### config.mk
export PLATFORM = sky130hd
export DESIGN_NAME = be_lane_aligner
export DESIGN_NICKNAME = d
export VERILOG_FILES = /design/src/rtl/be_lsu_pkg.sv /design/src/rtl/be_req_decode.sv /design/src/rtl/be_store_lanes.sv /design/src/rtl/be_load_extract.sv /design/src/rtl/be_lane_aligner.sv
export SDC_FILE = /design/constraint.sdc
export NUM_CORES = 1
export LEC_CHECK = 0
export CAP_MARGIN = 10
export CORE_MARGIN = 2
export CORE_UTILIZATION = 30
export CTS_BUF_LIST = sky130_fd_sc_hd__clkbuf_16
export CTS_CLUSTER_SIZE = 16
export DETAILED_ROUTE_END_ITERATION = 10
export DONT_BUFFER_PORTS = 1
export PLACE_DENSITY = 0.48
export SETUP_SLACK_MARGIN = 0.4
export SLEW_MARGIN = 15
export SYNTH_ARGS = -nofsm -noshare
export SYNTH_HDL_FRONTEND = slang
export SYNTH_SLANG_ARGS = --single-unit
### constraint.sdc
create_clock -name clk -period 2.45 [get_ports clk]
set_input_delay 0.3675 -clock clk [delete_from_list [all_inputs] [get_ports clk]]
set_output_delay 0.3675 -clock clk [all_outputs]
set_load 0.005 [all_outputs]
### src/rtl/be_lsu_pkg.sv
package be_lsu_pkg;
  localparam int unsigned BYTE_W     = 8;
  localparam int unsigned WORD_BYTES = 4;
  localparam int unsigned WORD_W     = BYTE_W * WORD_BYTES;
  localparam int unsigned OFF_W      = $clog2(WORD_BYTES);
  localparam int unsigned HALF_W     = WORD_W / 2;

  typedef enum logic [1:0] {
    SZ_BYTE = 2'b00,
    SZ_HALF = 2'b01,
    SZ_WORD = 2'b10,
    SZ_RSVD = 2'b11
  } acc_size_e;

  // True when the offset does not suit the access size.
  function automatic logic off_misaligned(acc_size_e sz, logic [OFF_W-1:0] off);
    logic bad;
    case (sz)
      SZ_BYTE: bad = 1'b0;
      SZ_HALF: bad = off[0];
      SZ_WORD: bad = (off != '0);
      default: bad = 1'b1;
    endcase
    return bad;
  endfunction

  // Strobe bit i covers data bits i*8+7 : i*8; offset 0 is the top lane.
  function automatic logic [WORD_BYTES-1:0] lane_strobes(acc_size_e sz, logic [OFF_W-1:0] off);
    logic [WORD_BYTES-1:0] m;
    m = '0;
    for (int i = 0; i < WORD_BYTES; i++) begin
      case (sz)
        SZ_BYTE: if (i == int'(WORD_BYTES-1) - int'(off)) m[i] = 1'b1;
        SZ_HALF: if ((i >= int'(WORD_BYTES/2)) == !off[OFF_W-1]) m[i] = 1'b1;
        SZ_WORD: m[i] = 1'b1;
        default: m[i] = 1'b0;
      endcase
    end
    return m;
  endfunction

  // Copies the low item of the register value into every lane it may use.
  function automatic logic [WORD_W-1:0] replicate_item(acc_size_e sz, logic [WORD_W-1:0] d);
    logic [WORD_W-1:0] r;
    case (sz)
      SZ_BYTE: r = {WORD_BYTES{d[BYTE_W-1:0]}};
      SZ_HALF: r = {2{d[HALF_W-1:0]}};
      default: r = d;
    endcase
    return r;
  endfunction
endpackage

### src/rtl/be_req_decode.sv
module be_req_decode
  import be_lsu_pkg::*;
#(
  parameter int unsigned ADDR_W = 32
) (
  input  logic              req_vld,
  input  logic              req_wr,
  input  acc_size_e         req_size,
  input  logic [ADDR_W-1:0] req_addr,
  output logic              misaligned,
  output logic              go,
  output logic              go_wr,
  output logic [OFF_W-1:0]  offset,
  output logic [ADDR_W-1:0] word_addr
);
  always_comb begin
    offset     = req_addr[OFF_W-1:0];
    misaligned = req_vld && off_misaligned(req_size, offset);
    go         = req_vld && !misaligned;
    go_wr      = go && req_wr;
    word_addr  = {req_addr[ADDR_W-1:OFF_W], {OFF_W{1'b0}}};
  end
endmodule

### src/rtl/be_store_lanes.sv
module be_store_lanes
  import be_lsu_pkg::*;
(
  input  logic                  active,
  input  acc_size_e             size,
  input  logic [OFF_W-1:0]      offset,
  input  logic [WORD_W-1:0]     reg_data,
  output logic [WORD_BYTES-1:0] strobes,
  output logic [WORD_W-1:0]     lane_data
);
  always_comb begin
    strobes   = active ? lane_strobes(size, offset) : '0;
    lane_data = replicate_item(size, reg_data);
  end
endmodule

### src/rtl/be_load_extract.sv
module be_load_extract
  import be_lsu_pkg::*;
(
  input  logic [WORD_W-1:0] rdata,
  input  acc_size_e         size,
  input  logic [OFF_W-1:0]  offset,
  input  logic              sext,
  output logic [WORD_W-1:0] value
);
  localparam int unsigned BFILL_W = WORD_W - BYTE_W;
  localparam int unsigned HFILL_W = WORD_W - HALF_W;

  // by_off[k] is the byte stored at offset k (big-endian lanes).
  logic [BYTE_W-1:0] by_off [WORD_BYTES];
  for (genvar g = 0; g < WORD_BYTES; g++) begin : g_lane
    assign by_off[g] = rdata[(WORD_BYTES-1-g)*BYTE_W +: BYTE_W];
  end

  logic [BYTE_W-1:0] byte_item;
  logic [HALF_W-1:0] half_item;

  always_comb begin
    byte_item = by_off[offset];
    half_item = {by_off[{offset[OFF_W-1], 1'b0}], by_off[{offset[OFF_W-1], 1'b1}]};
    case (size)
      SZ_BYTE: value = {{BFILL_W{sext & byte_item[BYTE_W-1]}}, byte_item};
      SZ_HALF: value = {{HFILL_W{sext & half_item[HALF_W-1]}}, half_item};
      SZ_WORD: value = rdata;
      default: value = '0;
    endcase
  end
endmodule

### src/rtl/be_lane_aligner.sv
module be_lane_aligner
  import be_lsu_pkg::*;
#(
  parameter int unsigned ADDR_W = 32
) (
  input  logic                  clk,
  input  logic                  rst_n,
  input  logic                  req_vld,
  input  logic                  req_wr,
  input  logic [1:0]            req_size,
  input  logic                  req_sext,
  input  logic [ADDR_W-1:0]     req_addr,
  input  logic [WORD_W-1:0]     req_wdata,
  output logic                  mem_req,
  output logic                  mem_we,
  output logic [ADDR_W-1:0]     mem_addr,
  output logic [WORD_BYTES-1:0] mem_wstrb,
  output logic [WORD_W-1:0]     mem_wdata,
  input  logic [WORD_W-1:0]     mem_rdata,
  output logic                  rsp_vld,
  output logic                  rsp_err,
  output logic [WORD_W-1:0]     rsp_data
);
  acc_size_e        size_in;
  logic             req_misaligned;
  logic             req_go;
  logic             req_go_wr;
  logic [OFF_W-1:0] req_off;
  logic [WORD_W-1:0] extracted;

  assign size_in = acc_size_e'(req_size);

  be_req_decode #(.ADDR_W(ADDR_W)) u_dec (
    .req_vld    (req_vld),
    .req_wr     (req_wr),
    .req_size   (size_in),
    .req_addr   (req_addr),
    .misaligned (req_misaligned),
    .go         (req_go),
    .go_wr      (req_go_wr),
    .offset     (req_off),
    .word_addr  (mem_addr)
  );

  be_store_lanes u_st (
    .active    (req_go_wr),
    .size      (size_in),
    .offset    (req_off),
    .reg_data  (req_wdata),
    .strobes   (mem_wstrb),
    .lane_data (mem_wdata)
  );

  assign mem_req = req_go;
  assign mem_we  = req_go_wr;

  // Load context held for the response cycle.
  acc_size_e        ld_size_q;
  logic [OFF_W-1:0] ld_off_q;
  logic             ld_sext_q;
  logic             rsp_vld_q;
  logic             rsp_err_q;

  always_ff @(posedge clk or negedge rst_n) begin
    if (!rst_n) begin
      rsp_vld_q <= 1'b0;
      rsp_err_q <= 1'b0;
      ld_size_q <= SZ_BYTE;
      ld_off_q  <= '0;
      ld_sext_q <= 1'b0;
    end else begin
      rsp_vld_q <= req_vld && !req_wr;
      rsp_err_q <= req_misaligned;
      if (req_vld && !req_wr) begin
        ld_size_q <= size_in;
        ld_off_q  <= req_off;
        ld_sext_q <= req_sext;
      end
    end
  end

  be_load_extract u_ld (
    .rdata  (mem_rdata),
    .size   (ld_size_q),
    .offset (ld_off_q),
    .sext   (ld_sext_q),
    .value  (extracted)
  );

  assign rsp_vld  = rsp_vld_q;
  assign rsp_err  = rsp_err_q;
  assign rsp_data = (rsp_vld_q && !rsp_err_q) ? extracted : '0;
endmodule

**Yosys cells after proc, flatten, opt, wreduce, memory -nomap -nowiden**

Index checks and enable logic that the tools add are counted.

- Bits in writable memories: 0
- Memories: 0
- Output and inout bits: 104
- Flip-flop bits (word level): 7
- Latch bits: 0
- ROM bits: 0
- Word-level logic and storage cells: 57

- Shift operators: 0
- $add $sub $neg: 1
- Equal/unequal tests: 7
- Mux-type cells: 24
- $lt $le $gt $ge: 3
- Divide/modulo/power cells: 0
- Multipliers: 0
- Reductions and logical operators: 12
- Bitwise logic cells: 5

Operator list:

| kind | count |
|---|---|
| 32-bit one-hot mux with 3 select lines | 1 |
| 3-bit by 32-bit equality test with 1-bit output (first input constant) | 2 |
| 32-bit one-hot mux with 2 select lines | 1 |
| 8-bit binary-select mux with 2-bit select | 3 |
| 8-bit 2-to-1 mux | 6 |
| 2-bit by 32-bit equality test with 1-bit output (first input constant) | 1 |
| 32-bit logical NOT | 1 |
| 32-bit 2-to-1 mux | 1 |
| 1-bit one-hot mux with 3 select lines | 5 |
| 3-bit greater-or-equal comparator (second input constant) | 3 |
| 2-bit NOT with 3-bit output | 3 |
| 1-bit 2-to-1 mux | 6 |
| 1-bit logical AND | 5 |
| 2-bit by 1-bit equality test with 1-bit output (second input constant) | 2 |
| 2-bit equality test (second input constant) | 2 |
| 2-bit logical NOT | 2 |
| 4-bit 2-to-1 mux | 1 |
| 1-bit logical NOT | 3 |
| 2-bit by 2-bit subtractor with 3-bit output (first input constant) | 1 |
| 1-bit bitwise AND | 2 |
| 2-bit nonzero test | 1 |

**Depth between registers and ports, before layout**

- Depth in word-level cells: 7
- Depth in mapped cells: 6
- Mapped depth without buffers: 3

**By module**

From an unflattened synthesis, not the netlist that was laid out.

- Cells, all modules: 276
- Area, all modules: 2138.3 um2

Modules (own cells, without submodules):

| module | area each (um2) | instances | cells an instance | sequential area each (um2) |
|---|---|---|---|---|
| be_load_extract | 853.3 | 1 | 119 | 0.0 |
| be_lane_aligner | 499.2 | 1 | 50 | 175.2 |
| be_store_lanes | 484.2 | 1 | 66 | 0.0 |
| be_req_decode | 301.5 | 1 | 41 | 0.0 |

**Worst setup path after synthesis**

No wires, ideal clock.

- Path kind: register to output
- From: register ld_off_q[1]
- To: output rsp_data[29]
- Setup slack: 0.848 ns
- Data arrival time: 1.235 ns
- Stages on the path, launching flop included: 5
- Path through: dfrtp_1 > mux2_2 > a32oi_4 > buf_6 > a31oi_1

- Word-level cells in the longest chain between the ends: 7
- Elaborated cells between the ends (all ways): 12
- Classes of those cells: mux (8); bitwise (4)

Ends and longest elaborated chain:

| what | line | source |
|---|---|---|
| start: declaration | be_lane_aligner.sv:59 | `logic [OFF_W-1:0] ld_off_q;` |
| start signal: assignment | be_lane_aligner.sv:76 | `ld_off_q <= req_off;` |
| 2-bit NOT with 3-bit output, on equally long branches | be_load_extract.sv:24, be_load_extract.sv:23 |  |
| 8-bit binary-select mux with 2-bit select, on equally long branches | be_load_extract.sv:24, be_load_extract.sv:23 |  |
| 8-bit 2-to-1 mux, on equally long branches (2 in a row) | be_load_extract.sv:24, be_load_extract.sv:23 |  |
| 1-bit bitwise AND, on equally long branches | be_load_extract.sv:27, be_load_extract.sv:26 |  |
| 32-bit one-hot mux with 3 select lines * | be_load_extract.sv:25 | `case (size)` |
| 32-bit 2-to-1 mux * | be_lane_aligner.sv:92 | `assign rsp_data = (rsp_vld_q && !rsp_err_q) ? extracted : '0;` |
| end: declaration | be_lane_aligner.sv:22 | `output logic [WORD_W-1:0] rsp_data` |

Mark *: on every way between the ends. The rest lies on a longest branch, timed or not. The select of a mux whose other input is x is not followed.

**Worst setup path after layout**

- From: register ld_off_q[1]
- To: output rsp_data[0]

- Word-level cells in the longest chain between the ends: 6
- Elaborated cells between the ends (all ways): 10
- Classes of those cells: mux (8); bitwise (2)

Ends and longest elaborated chain:

| what | line |
|---|---|
| 2-bit NOT with 3-bit output, on equally long branches | be_load_extract.sv:24, be_load_extract.sv:23 |
| 8-bit binary-select mux with 2-bit select, on equally long branches | be_load_extract.sv:24, be_load_extract.sv:23 |
| 8-bit 2-to-1 mux, on equally long branches (2 in a row) | be_load_extract.sv:24, be_load_extract.sv:23 |
| 32-bit one-hot mux with 3 select lines * | be_load_extract.sv:25 |
| 32-bit 2-to-1 mux * | be_lane_aligner.sv:92 |

Marks and branches as above.

==> flow_summary_export.csv <==
group,metric,value,unit
outcome,status,"finished clean",
finish,nNetsFinal,291,
synth,synthAdderAreaFrac,0,
die,die_y,81.0,µm
worst_setup_path,critPathCaptureType,"output port",
global_routing,grt_pass1_wl,7410,µm
timing,finalCriticalPeriod,2.00,ns
worst_setup_path,worst-endpoint-required,2.08,ns
clock_network,path_clk_slew,0.03,ns
routing,drc,0,
worst_setup_path,start_kind,"flip-flop",
power_and_ir_drop,peakVddDrop,0.000190,V
synth,synth-seq-area-share,0.0985,
synth,syn-cell-area,1780,µm²
die,initial_core_util,0.306,
job,max-cap-violations,0,
die,core,5820,µm²
timing,skew,0,ns
synth,synthCells,230,
timing,finalCritPeriodShare,0.815,
place,gp_congestion,0.777,
worst_setup_path,critical_path_class,"flip-flop to output port",
timing,clock.fmax,501,MHz
global_routing,track_usage,0.147,
synth,synthSimpleGateAreaFrac,0.150,
power_and_ir_drop,cellPowerDensity,472,nW/µm²
place,post-place-ws,0.414,ns
global_routing,gr-total-overflow,0,
clock_network,cts.sink_count,7,
timing,hold_viol,0,
worst_setup_path,endpoint,"rsp_data[0]",
clock_network,cts_tree,"done",
clock_network,htree_levels,1,
synth,synth_cell_type_count,34,
die,rows,28,
worst_setup_path,worstReg2RegStart,"ld_off_q[0]",
finish,layout_commonest_cell,"mux2_2",
timing,rsz0062_at_grt,"true",
clock_network,cts_root_buf,"clkbuf_16",
finish,drive_above_1_share,0.337,
synth,postSynthAreaPerCell,7.74,µm²
synth,synth-xor-area-share,0.00492,
synth,synth_compound_area_frac,0.267,
clock_network,cts_max_path_buffers,2,
die,die_x,81.0,µm
routing,drt-total-wl,5440,µm
die,io_pins,207,
routing,wl_per_cell,20.8,µm
finish,antenna_cells,0,
routing,firstDrtPassIters,4,
die,die-area,6560,µm²
worst_setup_path,slowest_delay,0.46,ns
synth,yosys_warnings,0,
synth,synthMuxAreaShare,0.237,
worst_setup_path,crit_path_frequent_cell,"buf_4",
timing,setup_ws,0.453,ns
worst_setup_path,reg2reg_depth,1,
worst_setup_path,path_max_fanout,7,
clock_network,cts_made_buffers,3,
synth,synth_top_family_by_area,"compound AO/OA/AOI/OAI gates",
synth,synth_seq_cells,7,
worst_setup_path,worstPathArrival,1.63,ns
timing,finalMaxSlewViolations,0,
worst_setup_path,rr_endpoint,"ld_off_q[0]",
routing,via_count,1540,
global_routing,grt_max_degree,34,
routing,drt_iter0_drc,42,
routing,via_per_inst,5.88,
clock_network,clk_latency,0.23,ns
finish,nFillCells,654,
worst_setup_path,cpMaxStageDelayCell,"dfrtp_2",
worst_setup_path,r2r_setup_slack,1.54,ns
finish,postLayoutCoreUtil,0.296,
timing,tns,0,ns
worst_setup_path,worstSetupStartpoint,"ld_off_q[1]",
routing,ant_nets,0,
worst_hold_path,worst_hold_path_type,"input pin to flip-flop",
place,dp_hpwl,4340,µm
worst_setup_path,crit_chain,"buf_4 > nor2_2 > a32oi_1 > a21oi_1 > buf_4",
finish,area_growth,-3.23,%
finish,most-common-layout-cells,"mux2_2, nand2_1, a21oi_1, a31oi_1",
timing,tightest_slew,0.592,ns
global_routing,antenna_found_initial,0,
timing,setup_viol,0,
power_and_ir_drop,power_leakage,0.565,nW
place,io_buffers,0,
global_routing,grt_pass1_vias,1331,
timing,maxSlewHeadroom,0.595,
## power by group
part	leakage (nW)	internal, mW	switching (mW)
logic	0.441	0.172	0.202
registers	0.0813	0.132	0.0378
clock network	0.0423	0.212	0.0568
total	0.565	0.516	0.297
## synthesized netlist by cell type
cell type,count,area share
a2111oi_0,1,0.0049
a21oi_1,17,0.048
a22oi_1,10,0.042
a31oi_1,17,0.060
a32oi_1,7,0.034
a32oi_4,1,0.015
and2_1,2,0.0070
and2b_1,1,0.0042
buf_2,10,0.028
buf_4,43,0.18
buf_6,3,0.019
clkbuf_1,5,0.011
conb_1,1,0.0021
dfrtp_1,7,0.098
inv_1,1,0.0021
mux2_2,29,0.18
mux2_4,1,0.0084
mux2i_1,8,0.045
nand2_1,27,0.057
nand2b_1,1,0.0035
nand3_1,1,0.0028
nand3_4,1,0.0098
nand3b_1,1,0.0042
nor2_1,6,0.013
nor2_2,1,0.0035
nor2b_1,3,0.011
nor3_1,3,0.0084
nor3_4,1,0.0091
nor4b_4,1,0.013
o211ai_1,7,0.030
o21a_1,1,0.0042
o21ai_0,10,0.028
or2_2,1,0.0035
xor2_1,1,0.0049
## critical path, delay by kind of cell (launching register included)
family	cells	cell delay (ns)
and+or+nand+nor	1	0.29
AOI/OAI and AO/OA	2	0.36
DFF	1	0.46
buffers and inverters	2	0.29
## sequential cells by signal (all words and copies together), names as in the netlist
register and flops:
rsp_err 1, ld_size_q 2, ld_sext_q 1, rsp_vld 1, ld_off_q 2
## final cells by class
cell class                 count  area [µm²]  area share
clock inverter                 1        3.75     0.00218
tap                           75        93.8      0.0545
multi-input combinational    163        1250       0.728
timing repair buffer          12         113      0.0654
inverter                       1        3.75     0.00218
sequential                     7         179       0.104
clock buffer                   3        75.1      0.0436
## how the worst min path moves through the flow
stage                  end  cells after the start  slack, ns     from
4_1_cts            rsp_err                      1       0.27  req_vld
5_1_grt            rsp_err                      1       0.28  req_vld
2_1_floorplan  ld_off_q[0]                      0       0.07    rst_n
3_3_place_gp       rsp_err                      0       0.07    rst_n
3_5_place_dp       rsp_err                      0       0.07    rst_n
6_report           rsp_err                      1       0.27  req_vld
## cells by family after synthesis
| logic type | count (synthesis) |
|---|---|
| buf+inv | 62 |
| compound gates | 71 |
| mux | 38 |
| xor+xnor | 1 |
| flops | 7 |
| simple gates | 50 |
| other cells | 1 |
## per-stage QoR
stage	hold slack (ns)	cells	instance area, µm²	power (mW)
detailed placement	0.0721	251	1500	0.490
floorplan	0.0719	231	1780	0.513
CTS	0.266	261	1680	0.806
global placement	0.0721	251	1500	0.488
finish	0.267	262	1720	0.813
global route	0.282	262	1720	0.867
## per-layer routing
layer  up-vias  track usage  routed length [µm]
li1        717            -                   -
met1       698        0.158                1890
met2       115        0.278                2910
met3        10       0.0389                 571
met4         0       0.0441                  65
met5         -            0                   0
## repair_timing
action,CTS,global route
gates resized for setup,9,8
endpoints found under the setup margin,32,17
endpoints found under the hold margin,7,0
pin swaps,2,1
hold buffers,1,0
cloned,1,0
buffers inserted,4,1
Note: power is estimated with default switching activity, not from simulation.
